`config.mk`:
```
export PLATFORM = sky130hd
export DESIGN_NAME = cmul_top
export DESIGN_NICKNAME = d
export VERILOG_FILES = /design/src/rtl/cmul_pkg.sv /design/src/rtl/cmul_sign.sv /design/src/rtl/cmul_terms.sv /design/src/rtl/cmul_tree.sv /design/src/rtl/cmul_top.sv
export SDC_FILE = /design/constraint.sdc
export NUM_CORES = 1
export LEC_CHECK = 0
export ABC_CLOCK_PERIOD_IN_PS = 10600
export BUFFER_PORTS_ARGS = -buffer_cell sky130_fd_sc_hd__buf_2
export CAP_MARGIN = 10
export CORE_MARGIN = 3
export CORE_UTILIZATION = 30
export CTS_CLUSTER_DIAMETER = 40
export DETAILED_ROUTE_END_ITERATION = 8
export PLACE_DENSITY = 0.47
export SLEW_MARGIN = 5
export SYNTH_ARGS = -nofsm -noshare
export SYNTH_HDL_FRONTEND = slang
export SYNTH_SLANG_ARGS = --single-unit
```
`constraint.sdc`:
```
create_clock -name clk -period 10.6 [get_ports clk]
set_input_delay 0.53 -clock clk [delete_from_list [all_inputs] [get_ports clk]]
set_output_delay 0.53 -clock clk [all_outputs]
set_load 0.005 [all_outputs]
```
`src/rtl/cmul_pkg.sv`:
```
package cmul_pkg;
    localparam int XW    = 16;          // sample width
    localparam int MW    = 16;          // coefficient magnitude width
    localparam int CW    = MW + 1;      // coded coefficient width
    localparam int OW    = 16;          // product width
    localparam int NS    = MW / 2;      // number of 2-bit slices
    localparam int PW    = XW + 2;      // width of the 3x multiple
    localparam int SW    = XW + 3;      // adder tree working width

    typedef struct packed {
        logic [OW-1:0] prod;
    } cmul_state_t;
endpackage

```
`src/rtl/cmul_sign.sv`:
```
module cmul_sign #(
    parameter int MW = 16
) (
    input  logic [MW:0]   coef,
    output logic [MW-1:0] mag,
    output logic          neg
);
    always_comb begin
        neg = coef[MW];
        mag = coef[MW] ? ~coef[MW-1:0] : coef[MW-1:0];
    end
endmodule

```
`src/rtl/cmul_terms.sv`:
```
module cmul_terms #(
    parameter int XW = 16,
    parameter int MW = 16,
    parameter int SW = 19,
    localparam int NS = MW / 2,
    localparam int PW = XW + 2
) (
    input  logic signed [XW-1:0]        x,
    input  logic        [MW-1:0]        mag,
    output logic        [NS-1:0][SW-1:0] terms
);
    logic signed [PW-1:0] mul1, mul2, mul3;

    // Shared multiples: shifts plus a single adder.
    always_comb begin
        mul1 = PW'(x);
        mul2 = PW'(x) <<< 1;
        mul3 = mul1 + mul2;
    end

    for (genvar k = 0; k < NS; k++) begin : g_slice
        localparam int SH = (MW - 1) - 2 * k;   // bits dropped from term k
        localparam int TW = PW - SH;            // retained term width
        logic        [1:0]    sel;
        logic signed [PW-1:0] pick;
        logic signed [TW-1:0] trunc;

        always_comb begin
            sel = mag[2*k+1 -: 2];
            case (sel)
                2'd0:    pick = '0;
                2'd1:    pick = mul1;
                2'd2:    pick = mul2;
                default: pick = mul3;
            endcase
            trunc = pick[PW-1:SH];
            terms[k] = SW'(trunc);
        end
    end
endmodule

```
`src/rtl/cmul_tree.sv`:
```
module cmul_tree #(
    parameter int MW = 16,
    parameter int SW = 19,
    localparam int NS = MW / 2,
    localparam int NN = MW / 4,
    localparam int NB = MW / 8
) (
    input  logic [NS-1:0][SW-1:0] terms,
    input  logic [MW-1:0]         mag,
    output logic [SW-1:0]         sum
);
    logic [NN-1:0][SW-1:0] l2;
    logic [NB-1:0][SW-1:0] l3;
    logic [NN-1:0]         nib_on;
    logic [NB-1:0]         byte_on;

    // Control grouping: nibble and byte activity flags.
    for (genvar n = 0; n < NN; n++) begin : g_nib
        assign nib_on[n] = |mag[4*n+3 -: 4];
        always_comb begin
            l2[n] = nib_on[n] ? (terms[2*n] + terms[2*n+1]) : '0;
        end
    end

    for (genvar b = 0; b < NB; b++) begin : g_byte
        assign byte_on[b] = |mag[8*b+7 -: 8];
        always_comb begin
            l3[b] = byte_on[b] ? (l2[2*b] + l2[2*b+1]) : '0;
        end
    end

    assign sum = l3[0] + l3[1];
endmodule

```
`src/rtl/cmul_top.sv`:
```
module cmul_top
    import cmul_pkg::*;
(
    input  logic          clk,
    input  logic          rst,
    input  logic [XW-1:0] x,
    input  logic [CW-1:0] coef,
    output logic [OW-1:0] prod
);
    logic [MW-1:0]         mag;
    logic                  neg;
    logic [NS-1:0][SW-1:0] terms;
    logic [SW-1:0]         sum;
    cmul_state_t           st_d, st_q;

    cmul_sign #(.MW(MW)) u_sign (
        .coef (coef),
        .mag  (mag),
        .neg  (neg)
    );

    cmul_terms #(.XW(XW), .MW(MW), .SW(SW)) u_terms (
        .x     (x),
        .mag   (mag),
        .terms (terms)
    );

    cmul_tree #(.MW(MW), .SW(SW)) u_tree (
        .terms (terms),
        .mag   (mag),
        .sum   (sum)
    );

    always_comb begin
        logic [OW-1:0] mag_prod;
        mag_prod = sum[OW:1];
        st_d      = st_q;
        st_d.prod = neg ? (~mag_prod + OW'(1)) : mag_prod;
    end

    always_ff @(posedge clk) begin
        if (rst) st_q <= '0;
        else     st_q <= st_d;
    end

    assign prod = st_q.prod;
endmodule

```
# After elaboration in Yosys (flattened, before gate mapping)
# Index checks and enable logic that the tools add are counted.
[word_totals]
reg_bits = 16
input_bits = 35
out_inout_bits = 16
wordCells = 58
[op_classes]
addsub = 9
eq_ne = 16
mux = 16
bitwise_logic = 2
reduce_logical = 14
[ops]
columns = ["operator", "count"]
rows = [
  ["$pmux W18 S3", 8],
  ["$mux W17", 6],
  ["$add A17 B17 Y17", 3],
  ["$mux W16", 2],
  ["$not A16 Y16", 2],
  ["$add A16 B17 Y18", 1],
  ["$add A15 B17 Y17", 1],
  ["$add A16 B1 Y16 const B", 1],
  ["$eq A2 B1 Y1 const B", 8],
  ["$eq A2 B2 Y1 const B", 8],
  ["$logic_not A2 Y1", 8],
  ["$reduce_or A4 Y1", 4],
  ["$reduce_or A8 Y1", 2],
  ["$add A11 B13 Y14", 1],
  ["$add A7 B9 Y10", 1],
  ["$add A3 B5 Y6", 1],
]

# Longest topological paths before layout
[logic_depth]
word_depth = 12
mapped_depth = 41
depth_no_buf = 41

# By module
# Synthesis repeated with hierarchy kept, for this count alone.
[hier_totals]
hier_cells = 1334
area_unflattened_um2 = 9345.2
[modules_own_cells]
columns = ["mod", "n_inst", "cells_each", "area_each_um2", "seq_area_each_um2"]
rows = [
  ["cmul_tree", 1, 804, 5719.2, 0.0],
  ["cmul_terms", 1, 426, 2685.1, 0.0],
  ["cmul_top", 1, 85, 762.0, 320.3],
  ["cmul_sign", 1, 19, 178.9, 0.0],
]

# Worst setup path before layout
# No wires, ideal clock.
[synth_timing]
path_type = "in2reg"
startpoint = "input port x[0]"
endpoint = "register st_q, in the netlist prod[15]"
setup_ps = 70
t_arrival_ps = 8143
required_ps = 10530
slack_ps = 2387
path_stages = 40
n_path_buf = 1
path_cell_list = "ha_1 fa_1 a21o_1 a21oi_1 o21bai_1 a21oi_1 o21bai_1 a2111oi_0 o31ai_1 a21oi_1 xnor2_1 o21ai_0 nand2_1 ha_1 fa_1 and2_1 ha_1 a21o_1 (+4 left out) a21oi_1 o21bai_1 a21oi_1 xor2_1 nor2_1 ha_1 clkbuf_1 nand4_1 nor2_1 nor2_1 or4b_2 o211ai_1 nand3_1 nor2_1 a41oi_2 xor2_1 or3_1 a21oi_1"
[synth_via]
elab_chain_len = 10
word_cells_on_any_way = 25
classes_between = "add/sub: 9; mux: 15; bitwise: 1"
[synth_rtl]
columns = ["element", "line_no", "rtl"]
rows = [
  ["start, declared", "cmul_top.sv:6", "input logic [XW-1:0] x,"],
  ["$add A16 B17 Y18", "cmul_terms.sv:18", "mul3 = mul1 + mul2;"],
  ["$pmux W18 S3", "cmul_terms.sv:30", "case (sel)"],
  ["$add A15 B17 Y17, or another cell as far along", "cmul_tree.sv:21", "l2[n] = nib_on[n] ? (terms[2*n] + terms[2*n+1]) : '0;"],
  ["$mux W17", "cmul_tree.sv:21", ""],
  ["$add A17 B17 Y17", "cmul_tree.sv:28", "l3[b] = byte_on[b] ? (l2[2*b] + l2[2*b+1]) : '0;"],
  ["$mux W17", "cmul_tree.sv:28", ""],
  ["$add A17 B17 Y17 *", "cmul_tree.sv:32", "assign sum = l3[0] + l3[1];"],
  ["$not A16 Y16", "cmul_top.sv:38", "st_d.prod = neg ? (~mag_prod + OW'(1)) : mag_prod;"],
  ["$add A16 B1 Y16", "cmul_top.sv:38", ""],
  ["$mux W16 *", "cmul_top.sv:38", ""],
  ["end signal, assigned", "cmul_top.sv:43", "else st_q <= st_d;"],
  ["end, declared", "cmul_top.sv:14", "cmul_state_t st_d, st_q;"],
]
# Mark *: on every way between the ends. The rest lies on a longest branch, timed or not.
# A chain may end at the register's enable or synchronous reset.

# Final worst setup path
[layout_timing]
startpoint = "input port x[1]"
endpoint = "register st_q, in the netlist prod[15]"
# The elaborated chain is that of the path after synthesis.

==> metrics.txt <==
outcome complete, no violations; DR WL/cell 17.0 um; startpoint class of the critical path input port; final worst-path cycle share 86.2%; row cnt 58; vias in the first global route 7,945; WL met1 12,300 um; Slew Limit Fails 0; post-DP HPWL 20,800 um; Synth cell types 79; Fmax achieved 109 MHz; P_leak 3.79 nW; mapped cell area 7950 sq um; TNS Setup 0 ps; fillers 2,849; # IOs 51; CP arrival 9310 ps; commonest non-fill, non-tap cell in the layout nor2_1; fraction of registers with async set/reset 0%; nets 1,338; power density over the cells 366 nW/um^2; flops & latches, synth 16; met2 wire length 12,200 um; final wirelength 25,900 um; initial core utilization 31.0%; CTS buffer count 3; die area 28,500 sq um; WL met3 909 um; Tot GR Track Use 17.4%; Top Metal Used met4; RSZ-0062 raised after global routing false; final setup vio count 0; post-CTS setup buffers 0; Finished Layout Cells 1,524; Via density 5.56; CP Class in -> reg; Root Buffer clkbuf_16; Crit path largest cell delay 600 ps; Antenna diodes 0; Port Buffer Count 50; DRT Pass-1 Iters 5; Ys Warns 0; first-pass GRT wire length 41,300 um; Slew HR 27.3%; min cycle time layout 9140 ps; vias 8,477; htree depth 1; Crit path required time 10,770 ps; Hold WC Path Type in -> reg; EDFF count, synth 0; top fanout value on the critical path 10; crit-path most repeated cell a21oi_1; sequential share of the synthesized area 4.03%; Critical Path Sink Type flip-flop; CTS tree built; MaxCap Viol Count 0; most frequent cells in the layout 155 x nor2_1, 124 x nand2_1, 102 x a21oi_1, 100 x ha_1, 87 x o21ai_0; crit path max-delay cell type or4b_2; VDD IR max 362 uV; final worst setup slack 1460 ps; cell total after placement 1,520; layout cells sized above 1 8.96%; total gr overflow 0; Main synth FF type dfxtp_1; routability congestion estimate from global placement 0.845; CTS sink count 16; Core ar. 25,600 sq um; post-CTS sizing 0; CTS clk-pin slew, worst paths 50 ps; ANT nets after route 0; pin count of the biggest net entering global routing 62; max reg flops 16; initial antenna violation count 0; Die X 169 um; Max Buffers Root-to-Sink 2; area delta synth->final 7.63%; chip height 169 um; Syn Inst Count 1,185; post-placement worst setup slack 1230 ps; Final Hold Vio Count 0; Avg Cell Area, Syn 6.71 sq um; drt drc 0; DRT iter0 DRCs 531; hold buffer count at CTS 0; Worst-Margin Slew 1090 ps; syn_nets 1,328
-- power by group --
part / internal (mW) / leakage, nW / switching (mW)
Combinational: 1.24 / 3.61 / 1.72
Sequential: 0.0994 / 0.133 / 0.00425
Clock: 0.0571 / 0.0442 / 0.0209
Total: 1.39 / 3.79 / 1.74
-- stage by stage --
step	power (mW)	instance area, sq um	utilization, %	hold WS [ps]
2_1_floorplan	2.48	7950	-	796
3_3_place_gp	3.06	8470	33.1	876
3_5_place_dp	3.07	8470	33.1	873
4_1_cts	3.16	8560	33.4	630
5_1_grt	3.52	8560	33.4	642
6_report	3.14	8560	33.4	625
-- layer usage --
| metal | track usage, % | up-vias |
|---|---|---|
| met1 | 24.2 | 3929 |
| li1 | - | 4332 |
| met4 | 3.27 | 0 |
| met2 | 30.5 | 192 |
| met5 | 0 | - |
| met3 | 0.374 | 24 |
-- synth_stat cells (3+ instances only) --
master	n	area share (%)
a2111oi_0	3	0.33
a211o_1	3	0.33
a211oi_1	7	0.66
a21o_1	24	2.3
a21oi_1	102	6.4
a222oi_1	4	0.50
a22oi_1	7	0.66
a31o_2	6	0.66
a31oi_1	14	1.1
a41o_1	3	0.38
and2_1	8	0.63
and3_1	22	1.7
clkbuf_1	49	2.3
dfxtp_1	16	4.0
fa_1	8	2.0
ha_1	100	16
inv_1	40	1.9
mux2_2	12	1.7
mux2i_1	26	3.3
nand2_1	124	5.9
nand2b_1	23	1.8
nand3_1	47	3.0
nand3b_1	3	0.28
nand4_1	3	0.24
nor2_1	155	7.3
nor2b_1	27	2.1
nor3_1	27	1.7
nor3b_1	11	1.0
nor4_1	4	0.31
o211ai_1	8	0.76
o21a_1	3	0.28
o21ai_0	87	5.5
o21bai_1	18	1.7
o221a_2	3	0.42
o221ai_1	21	2.3
o22ai_1	6	0.47
or2_2	6	0.47
or3_1	7	0.55
or3_4	3	0.42
xnor2_1	60	6.6
xor2_1	34	3.7
-- logic make-up after synthesis --
family | synth area share [%]
buffers and inverters | 4.75
xor gates and xnor gates | 10.6
and+or+nand+nor | 28.4
adders and majority gates | 17.9
muxes | 5.25
DFF | 4.03
AOI/OAI and AO/OA | 29.1
-- final timing paths --
| check | from | to | slack (ps) | depth (start not counted) |
|---|---|---|---|---|
| setup / recovery | x[1] | prod[15] | 1460 | 39 |
| hold / removal | rst | prod[0] | 630 | 2 |
-- final cells by class --
class	instances	area [sq um]	share of cell area, %
clock buffers	4	88.8	1.04
inverters	42	158	1.84
multi-input cells	1072	7260	84.8
flip-flops and latches	16	320	3.74
well taps	330	413	4.82
repair buffers	60	325	3.80
-- worst max-delay path: cells and delay by family --
family                   cells  cell delay (ps)
buffers and inverters        2              210
XOR/XNOR                     3              870
AO/OA/AOI/OAI               19             3710
adder cells (fa/ha/maj)      6             1970
AND/OR/NAND/NOR              9             2010
No activity file was read; power rests on OpenSTA's default activity.
